## config.mk

```make
export PLATFORM = sky130hd
export DESIGN_NAME = exc_entry_ctrl
export DESIGN_NICKNAME = d
export VERILOG_FILES = /design/src/rtl/exc_pkg.sv /design/src/rtl/exc_classify.sv /design/src/rtl/exc_vector_gen.sv /design/src/rtl/exc_csr_bank.sv /design/src/rtl/exc_entry_ctrl.sv
export SDC_FILE = /design/constraint.sdc
export NUM_CORES = 1
export LEC_CHECK = 0
export CAP_MARGIN = 40
export CORE_ASPECT_RATIO = 0.8
export CORE_MARGIN = 2
export CORE_UTILIZATION = 40
export CTS_CLUSTER_DIAMETER = 80
export DETAILED_ROUTE_END_ITERATION = 16
export PLACE_DENSITY = 0.78
export SLEW_MARGIN = 20
export SYNTH_ARGS = -nofsm -noshare
export SYNTH_HDL_FRONTEND = slang
export SYNTH_SLANG_ARGS = --single-unit
```

## constraint.sdc

```tcl
create_clock -name clk -period 1.6 [get_ports clk]
set_clock_uncertainty 0.15 [all_clocks]
set_input_delay 0.16 -clock clk [delete_from_list [all_inputs] [get_ports clk]]
set_output_delay 0.16 -clock clk [all_outputs]
set_load 0.005 [all_outputs]
```

## src/rtl/exc_pkg.sv

```systemverilog
package exc_pkg;

    typedef enum logic [2:0] {
        ST_IDLE,
        ST_NORM_ENTRY,
        ST_DBG_ENTRY,
        ST_ERET,
        ST_BRET,
        ST_BAD_IDX
    } exc_state_e;

    typedef enum logic [1:0] {
        CLS_NONE,
        CLS_NORMAL,
        CLS_DEBUG
    } exc_class_e;

    typedef enum logic [2:0] {
        OP_NONE,
        OP_ENTER_NORM,
        OP_ENTER_DBG,
        OP_RET_NORM,
        OP_RET_DBG,
        OP_CSR_WR
    } csr_op_e;

    typedef enum logic [1:0] {
        CSR_STATUS = 2'd0,
        CSR_DBGCTL = 2'd1,
        CSR_EBASE  = 2'd2,
        CSR_DBASE  = 2'd3
    } csr_sel_e;

    // Exception codes with special meaning; every other defined code is ordinary.
    localparam int unsigned CODE_RESET = 0;
    localparam int unsigned CODE_BREAK = 1;
    localparam int unsigned CODE_WATCH = 3;
    localparam int unsigned CODE_COUNT = 8;

endpackage

```

## src/rtl/exc_classify.sv

```systemverilog
module exc_classify
    import exc_pkg::*;
#(
    parameter int unsigned IDX_W = 3
) (
    input  logic [IDX_W-1:0] idx,
    output exc_class_e       cls
);

    always_comb begin
        if (int'(idx) == CODE_RESET || int'(idx) >= CODE_COUNT) begin
            cls = CLS_NONE;
        end else if (int'(idx) == CODE_BREAK || int'(idx) == CODE_WATCH) begin
            cls = CLS_DEBUG;
        end else begin
            cls = CLS_NORMAL;
        end
    end

endmodule

```

## src/rtl/exc_vector_gen.sv

```systemverilog
module exc_vector_gen #(
    parameter int unsigned XLEN       = 32,
    parameter int unsigned IDX_W      = 3,
    parameter int unsigned SLOT_SHIFT = 5,
    parameter int unsigned BASE_LSB   = 8
) (
    input  logic [XLEN-1:BASE_LSB] base_hi,
    input  logic [IDX_W-1:0]       idx,
    output logic [XLEN-1:0]        vec
);

    localparam bit ALIGNED = (IDX_W + SLOT_SHIFT) <= BASE_LSB;

    logic [XLEN-1:0] base_full;
    logic [XLEN-1:0] slot_off;

    assign base_full = {base_hi, {BASE_LSB{1'b0}}};
    assign slot_off  = {{(XLEN-IDX_W){1'b0}}, idx} << SLOT_SHIFT;

    generate
        if (ALIGNED) begin : g_merge
            // The whole table fits below the base's zero bits: no carry chain.
            assign vec = base_full | slot_off;
        end else begin : g_add
            assign vec = base_full + slot_off;
        end
    endgenerate

endmodule

```

## src/rtl/exc_csr_bank.sv

```systemverilog
module exc_csr_bank
    import exc_pkg::*;
#(
    parameter int unsigned XLEN     = 32,
    parameter int unsigned BASE_LSB = 8
) (
    input  logic                   clk,
    input  logic                   rst_n,
    input  csr_op_e                op,
    input  logic [1:0]             sel,
    input  logic [XLEN-1:0]        wdata,
    output logic [XLEN-1:0]        rdata,
    output logic                   ie,
    output logic                   eie,
    output logic                   bie,
    output logic                   remap,
    output logic [XLEN-1:BASE_LSB] eba_hi,
    output logic [XLEN-1:BASE_LSB] deba_hi
);

    always_ff @(posedge clk or negedge rst_n) begin
        if (!rst_n) begin
            ie      <= 1'b0;
            eie     <= 1'b0;
            bie     <= 1'b0;
            remap   <= 1'b0;
            eba_hi  <= '0;
            deba_hi <= '0;
        end else begin
            unique case (op)
                OP_ENTER_NORM: begin
                    eie <= ie;
                    ie  <= 1'b0;
                end
                OP_ENTER_DBG: begin
                    bie <= ie;
                    ie  <= 1'b0;
                end
                OP_RET_NORM: ie <= eie;
                OP_RET_DBG:  ie <= bie;
                OP_CSR_WR: begin
                    unique case (csr_sel_e'(sel))
                        CSR_STATUS: begin
                            ie  <= wdata[0];
                            eie <= wdata[1];
                            bie <= wdata[2];
                        end
                        CSR_DBGCTL: remap   <= wdata[0];
                        CSR_EBASE:  eba_hi  <= wdata[XLEN-1:BASE_LSB];
                        CSR_DBASE:  deba_hi <= wdata[XLEN-1:BASE_LSB];
                    endcase
                end
                default: ;
            endcase
        end
    end

    always_comb begin
        unique case (csr_sel_e'(sel))
            CSR_STATUS: rdata = {{(XLEN-3){1'b0}}, bie, eie, ie};
            CSR_DBGCTL: rdata = {{(XLEN-1){1'b0}}, remap};
            CSR_EBASE:  rdata = {eba_hi, {BASE_LSB{1'b0}}};
            CSR_DBASE:  rdata = {deba_hi, {BASE_LSB{1'b0}}};
        endcase
    end

endmodule

```

## src/rtl/exc_entry_ctrl.sv

```systemverilog
module exc_entry_ctrl
    import exc_pkg::*;
#(
    parameter int unsigned XLEN       = 32,
    parameter int unsigned IDX_W      = 3,
    parameter int unsigned SLOT_SHIFT = 5,
    parameter int unsigned BASE_LSB   = 8,
    parameter int unsigned RF_AW      = 5,
    parameter int unsigned EA_REG     = 30,
    parameter int unsigned BA_REG     = 31
) (
    input  logic             clk,
    input  logic             rst_n,
    input  logic             exc_req,
    input  logic [IDX_W-1:0] exc_idx,
    input  logic [XLEN-1:0]  exc_pc,
    input  logic             eret_req,
    input  logic             bret_req,
    input  logic [XLEN-1:0]  ea_val,
    input  logic [XLEN-1:0]  ba_val,
    input  logic             csr_we,
    input  logic [1:0]       csr_addr,
    input  logic [XLEN-1:0]  csr_wdata,
    output logic [XLEN-1:0]  csr_rdata,
    output logic             pc_load,
    output logic [XLEN-1:0]  pc_next,
    output logic             rf_we,
    output logic [RF_AW-1:0] rf_waddr,
    output logic [XLEN-1:0]  rf_wdata,
    output logic             exc_illegal
);

    localparam bit ALIGNED = (IDX_W + SLOT_SHIFT) <= BASE_LSB;
    localparam logic [RF_AW-1:0] EA_SEL = RF_AW'(EA_REG);
    localparam logic [RF_AW-1:0] BA_SEL = RF_AW'(BA_REG);

    exc_state_e state_q, state_d;
    csr_op_e    op;
    exc_class_e cls;

    logic                   ie, eie, bie, remap;
    logic [XLEN-1:BASE_LSB] eba_hi, deba_hi, sel_base;
    logic [XLEN-1:0]        vec;
    logic [XLEN-1:0]        tgt_q, link_q;

    exc_classify #(.IDX_W(IDX_W)) i_classify (
        .idx (exc_idx),
        .cls (cls)
    );

    assign sel_base = (cls == CLS_DEBUG || remap) ? deba_hi : eba_hi;

    exc_vector_gen #(
        .XLEN      (XLEN),
        .IDX_W     (IDX_W),
        .SLOT_SHIFT(SLOT_SHIFT),
        .BASE_LSB  (BASE_LSB)
    ) i_vector (
        .base_hi (sel_base),
        .idx     (exc_idx),
        .vec     (vec)
    );

    exc_csr_bank #(
        .XLEN    (XLEN),
        .BASE_LSB(BASE_LSB)
    ) i_csr (
        .clk     (clk),
        .rst_n   (rst_n),
        .op      (op),
        .sel     (csr_addr),
        .wdata   (csr_wdata),
        .rdata   (csr_rdata),
        .ie      (ie),
        .eie     (eie),
        .bie     (bie),
        .remap   (remap),
        .eba_hi  (eba_hi),
        .deba_hi (deba_hi)
    );

    // Accept at most one operation per cycle, in fixed priority order.
    always_comb begin
        op      = OP_NONE;
        state_d = ST_IDLE;
        if (exc_req) begin
            unique case (cls)
                CLS_NORMAL: begin
                    op      = OP_ENTER_NORM;
                    state_d = ST_NORM_ENTRY;
                end
                CLS_DEBUG: begin
                    op      = OP_ENTER_DBG;
                    state_d = ST_DBG_ENTRY;
                end
                default: state_d = ST_BAD_IDX;
            endcase
        end else if (bret_req) begin
            op      = OP_RET_DBG;
            state_d = ST_BRET;
        end else if (eret_req) begin
            op      = OP_RET_NORM;
            state_d = ST_ERET;
        end else if (csr_we) begin
            op = OP_CSR_WR;
        end
    end

    always_ff @(posedge clk or negedge rst_n) begin
        if (!rst_n) begin
            state_q <= ST_IDLE;
            tgt_q   <= '0;
            link_q  <= '0;
        end else begin
            state_q <= state_d;
            unique case (state_d)
                ST_NORM_ENTRY, ST_DBG_ENTRY: begin
                    tgt_q  <= vec;
                    link_q <= exc_pc;
                end
                ST_ERET: tgt_q <= ea_val;
                ST_BRET: tgt_q <= ba_val;
                default: ;
            endcase
        end
    end

    always_comb begin
        pc_load     = 1'b0;
        rf_we       = 1'b0;
        rf_waddr    = EA_SEL;
        exc_illegal = 1'b0;
        unique case (state_q)
            ST_NORM_ENTRY: begin
                pc_load = 1'b1;
                rf_we   = 1'b1;
            end
            ST_DBG_ENTRY: begin
                pc_load  = 1'b1;
                rf_we    = 1'b1;
                rf_waddr = BA_SEL;
            end
            ST_ERET, ST_BRET: pc_load = 1'b1;
            ST_BAD_IDX:       exc_illegal = 1'b1;
            default: ;
        endcase
    end

    assign pc_next  = tgt_q;
    assign rf_wdata = link_q;

    p_illegal_quiet_r9: assert property (@(posedge clk) disable iff (!rst_n)
        exc_illegal |-> (!pc_load && !rf_we));

    p_illegal_keeps_enables_r9: assert property (@(posedge clk) disable iff (!rst_n)
        exc_illegal |-> $stable({ie, eie, bie, remap}));

    p_entry_clears_ie_r5: assert property (@(posedge clk) disable iff (!rst_n)
        rf_we |-> !ie);

    p_link_target_r3: assert property (@(posedge clk) disable iff (!rst_n)
        rf_we |-> (pc_load && (rf_waddr == EA_SEL || rf_waddr == BA_SEL)));

    p_eret_restore_r10: assert property (@(posedge clk) disable iff (!rst_n)
        (eret_req && !exc_req && !bret_req) |=> (ie == $past(eie)));

    generate
        if (ALIGNED) begin : g_vec_chk
            p_debug_base_r8: assert property (@(posedge clk) disable iff (!rst_n)
                (rf_we && rf_waddr == BA_SEL) |-> (pc_next[XLEN-1:BASE_LSB] == deba_hi));
        end
    endgenerate

endmodule

```

==> metrics.md <==
| Metric | Value |
|---|---|
| Clock Latency Late Sink | `400 ps` |
| Yosys warns | `0` |
| Hold Crit Class | `input pin to flip-flop` |
| Fill cells | `1,096` |
| #FFs+latches synth | `119` |
| CP Launch Type | `flip-flop` |
| Synth area leader | `dfrtp_1` |
| Mapped cell area | `6040 sq um` |
| GR Util All Layers | `24.2%` |
| IO Count | `between 200 and 250` |
| Final TNS setup | `0 ps` |
| WP data required | `~1300 ps` |
| Routed len/inst | `18.6 um` |
| Sequential fraction of the synthesis area | `49.3%` |
| Critical Path, Cell by Cell | `mux2i_1 > nor2b_1 > dlygate4sd2_1` |
| Number of diodes | `0` |
| Most used DFF post-synth | `dfrtp_1` |
| Layout cells sized above 1 | `26.4%` |
| Adder-Cell Fraction of Synth Area | `0%` |
| CTS root buf | `clkbuf_16` |
| Crit. End Element | `output pin` |
| Post-layout instance area | `10,100 sq um` |
| Critical path class | `flip-flop to output pin` |
| CP Buf/Inv Count | `1` |
| Vias in the first global route | `just under 6k` |
| Cell family contributing the most delay on the critical path | `flip-flops` |
| Yosys cell types | `45` |
| Initial Util | `between 40% and 50%` |
| DRT antenna net count | `0` |
| Post-synth top cells | `dfrtp_1, nand2_1, mux2i_1` |
| Number of H-tree levels | `4` |
| NumNets Final | `1,006` |
| Compound-gate portion of the synthesized area | `about an eighth` |
| Synth top area cells | `dfrtp_1, mux2_4, mux2i_1` |
| Final Hold Viols | `0` |
| Port bufs | `228` |
| Largest net degree at the start of global routing | `38` |
| Tmin final | `1580 ps` |
| Critical Path Slowest Stage Cell | `dfrtp_1` |
| Max cap viols | `0` |
| Clock Tree Buf Depth | `2` |
| Async S/R FF share, synth | `100%` |
| Standard-cell rows | `40` |
| DP HPWL | `about 14,000 um` |
| Outcome | `finished, final reports clean` |
| 1st-iter DRT viols | `363` |
| Post-place instance area | `8860 sq um` |
| CTS sink count | `119` |
| Routed via count | `5,591` |
| GP Congestion | `roughly 0.85` |
| CP arrival | `between 1000 and 1500 ps` |
| Total global routing overflow | `0` |
| P&R area growth vs syn | `67.3%` |
| Max Freq | `around 0.63 GHz` |
| Total CTS buffers | `17` |
| PD cells | `roughly 1100 nW/um^2` |
| Die X-Extent | `~140 um` |
| First-pass GRT wire length | `30,600 um` |
| WL final | `19,900 um` |
| First drt pass iteration count | `5` |
| XOR/XNOR share of the synthesized area | `0.290%` |
| Via density | `between 5 and 6` |
| Die Y | `114 um` |
| Leakage power | `5.26 nW` |
| VDD IR max | `0.743 mV` |
| Core region area | `between 10,000 and 15,000 sq um` |
| # DRC | `0` |
| Max stage delay on crit path | `380 ps` |
| Avg Inst Size Synth | `11.0 sq um` |
| Initial antenna violation count | `1` |
| Final setup vio count | `0` |
| Full die area | `16,100 sq um` |
| Cells after synthesis | `550` |
| Top-count cell post-synth | `dfrtp_1` |
| Mux contribution to synthesized area | `19.3%` |
| Post-synth EDFFs | `0` |
| Simple-gate area share of the yosys netlist | `between 10% and 20%` |
| Post-synth top area share | `49.3%` |
| Slew Viols, Final | `0` |
| Max Fanout on Critical Path | `2` |
| Final period utilization | `a little under 100%` |
| Clock transition at the registers of the reported paths | `60 ps` |
| CTS tree | `done` |
| Total Power | `between 0.01 and 0.015 W` |
| Largest family of logic cells by synthesized area | `multiplexers` |
## layer usage
metal,part of all wire (%),GRT usage [%],wire [um]
met2,49,40.5,9730
met1,42,31.1,8440
met5,0,0,0
met3,6.8,6.34,1360
met4,1.7,7.67,342
## per-stage QoR
step                      utilization (%)  worst slack (ps)  cells  hold WS (ps)
after floorplan                         -             -21.2    557          -286
after global placement               59.4              -492    971         -26.5
after detailed placement             59.4              -558    971         -10.3
after CTS                            65.9             0.173   1045          89.6
after global routing                 67.8             -54.6   1068           133
final                                67.8              15.5   1068           105
## tightest hold or removal path, delay by kind of cell
kind                   cells  cell delay (ps)
AND/OR/NAND/NOR            1              100
AO/OA/AOI/OAI              1               90
buffers and inverters      1              260
## state kept, by name, indices dropped and copies added, names as in the netlist
name,cells
state_q,3
i_csr.eba_hi,24
i_csr.eie,1
i_csr.bie,1
pc_next,32
rf_wdata,32
i_csr.ie,1
i_csr.deba_hi,24
i_csr.remap,1
## what timing repair did
item,in CTS,in global routing
hold buffers,1,0
setup endpoints to repair,101,124
resized for setup,75,75
buffers inserted,41,23
pin swaps,6,7
endpoints found under the hold margin,119,0
cloned,1,1
## kinds of logic (layout without fill, tap and decap cells)
group                  count (synthesis)  count (layout)
AND/OR/NAND/NOR                      175             175
AO/OA/AOI/OAI                        102             102
other                                  2               9
multiplexers                          95              95
XOR/XNOR                               2               2
flip-flops                           119             119
buffers and inverters                 55             377
## layout make-up
| cell class | instances | area, sq um | area share [%] |
|---|---|---|---|
| Sequential cell | 119 | 2980 | 29.5 |
| Tap cell | 189 | 236 | 2.34 |
| Clock buffer | 23 | 498 | 4.93 |
| Multi-Input combinational cell | 383 | 2880 | 28.5 |
| Timing Repair Buffer | 337 | 3330 | 33.0 |
| Inverter | 9 | 33.8 | 0.334 |
| Clock inverter | 8 | 143 | 1.41 |
## worst paths after layout
check / startpoint / end / slack, ps / cells after the start
worst min-delay path: csr_we / i_csr.bie$_DFFE_PN0P_ / 100 / 3
worst min register to register: rf_wdata[27]$_DFFE_PN0P_ / rf_wdata[27]$_DFFE_PN0P_ / 320 / 2
worst max register to register: i_csr.remap$_DFFE_PN0P_ / pc_next[30]$_DFFE_PN0P_ / 80 / 5
min in group asynchronous: rst_n / rf_wdata[15]$_DFFE_PN0P_ / 110 / 2
max in group asynchronous: rst_n / i_csr.eba_hi[29]$_DFFE_PN0P_ / 630 / 3
worst max-delay path: i_csr.deba_hi[27]$_DFFE_PN0P_ / csr_rdata[27] / 20 / 3
## report_power, final
part           switching, W  internal (W)
logic               0.00116       0.00184
registers          0.000288       0.00348
clock network       0.00132       0.00280
total               0.00277       0.00812
## cell usage in the layout, fill, tap and decap left out, types with 3 or more instances in the layout
| cell type | n |
|---|---|
| inv_1 | 7 |
| buf_12 | 15 |
| clkbuf_16 | 18 |
| nor2b_1 | 27 |
| conb_1 | 9 |
| o22ai_1 | 19 |
| nor2_1 | 23 |
| a22o_1 | 6 |
| clkbuf_8 | 5 |
| nand3b_1 | 3 |
| clkbuf_2 | 12 |
| o21a_1 | 3 |
| a21oi_1 | 15 |
| clkdlybuf4s15_1 | 13 |
| buf_4 | 90 |
| clkinv_2 | 3 |
| dlymetal6s2s_1 | 38 |
| dlygate4sd2_1 | 25 |
| a221oi_2 | 4 |
| a22oi_1 | 3 |
| mux2_2 | 10 |
| a221oi_1 | 16 |
| o21ai_0 | 13 |
| a21bo_2 | 6 |
| a222oi_1 | 5 |
| mux2i_1 | 42 |
| nand2_1 | 97 |
| mux2_4 | 42 |
| dfrtp_1 | 119 |
| bufinv_16 | 4 |
| nand3_1 | 7 |
| a211oi_1 | 6 |
| clkdlybuf4s50_1 | 136 |
Power figures use the tool's default switching activity.
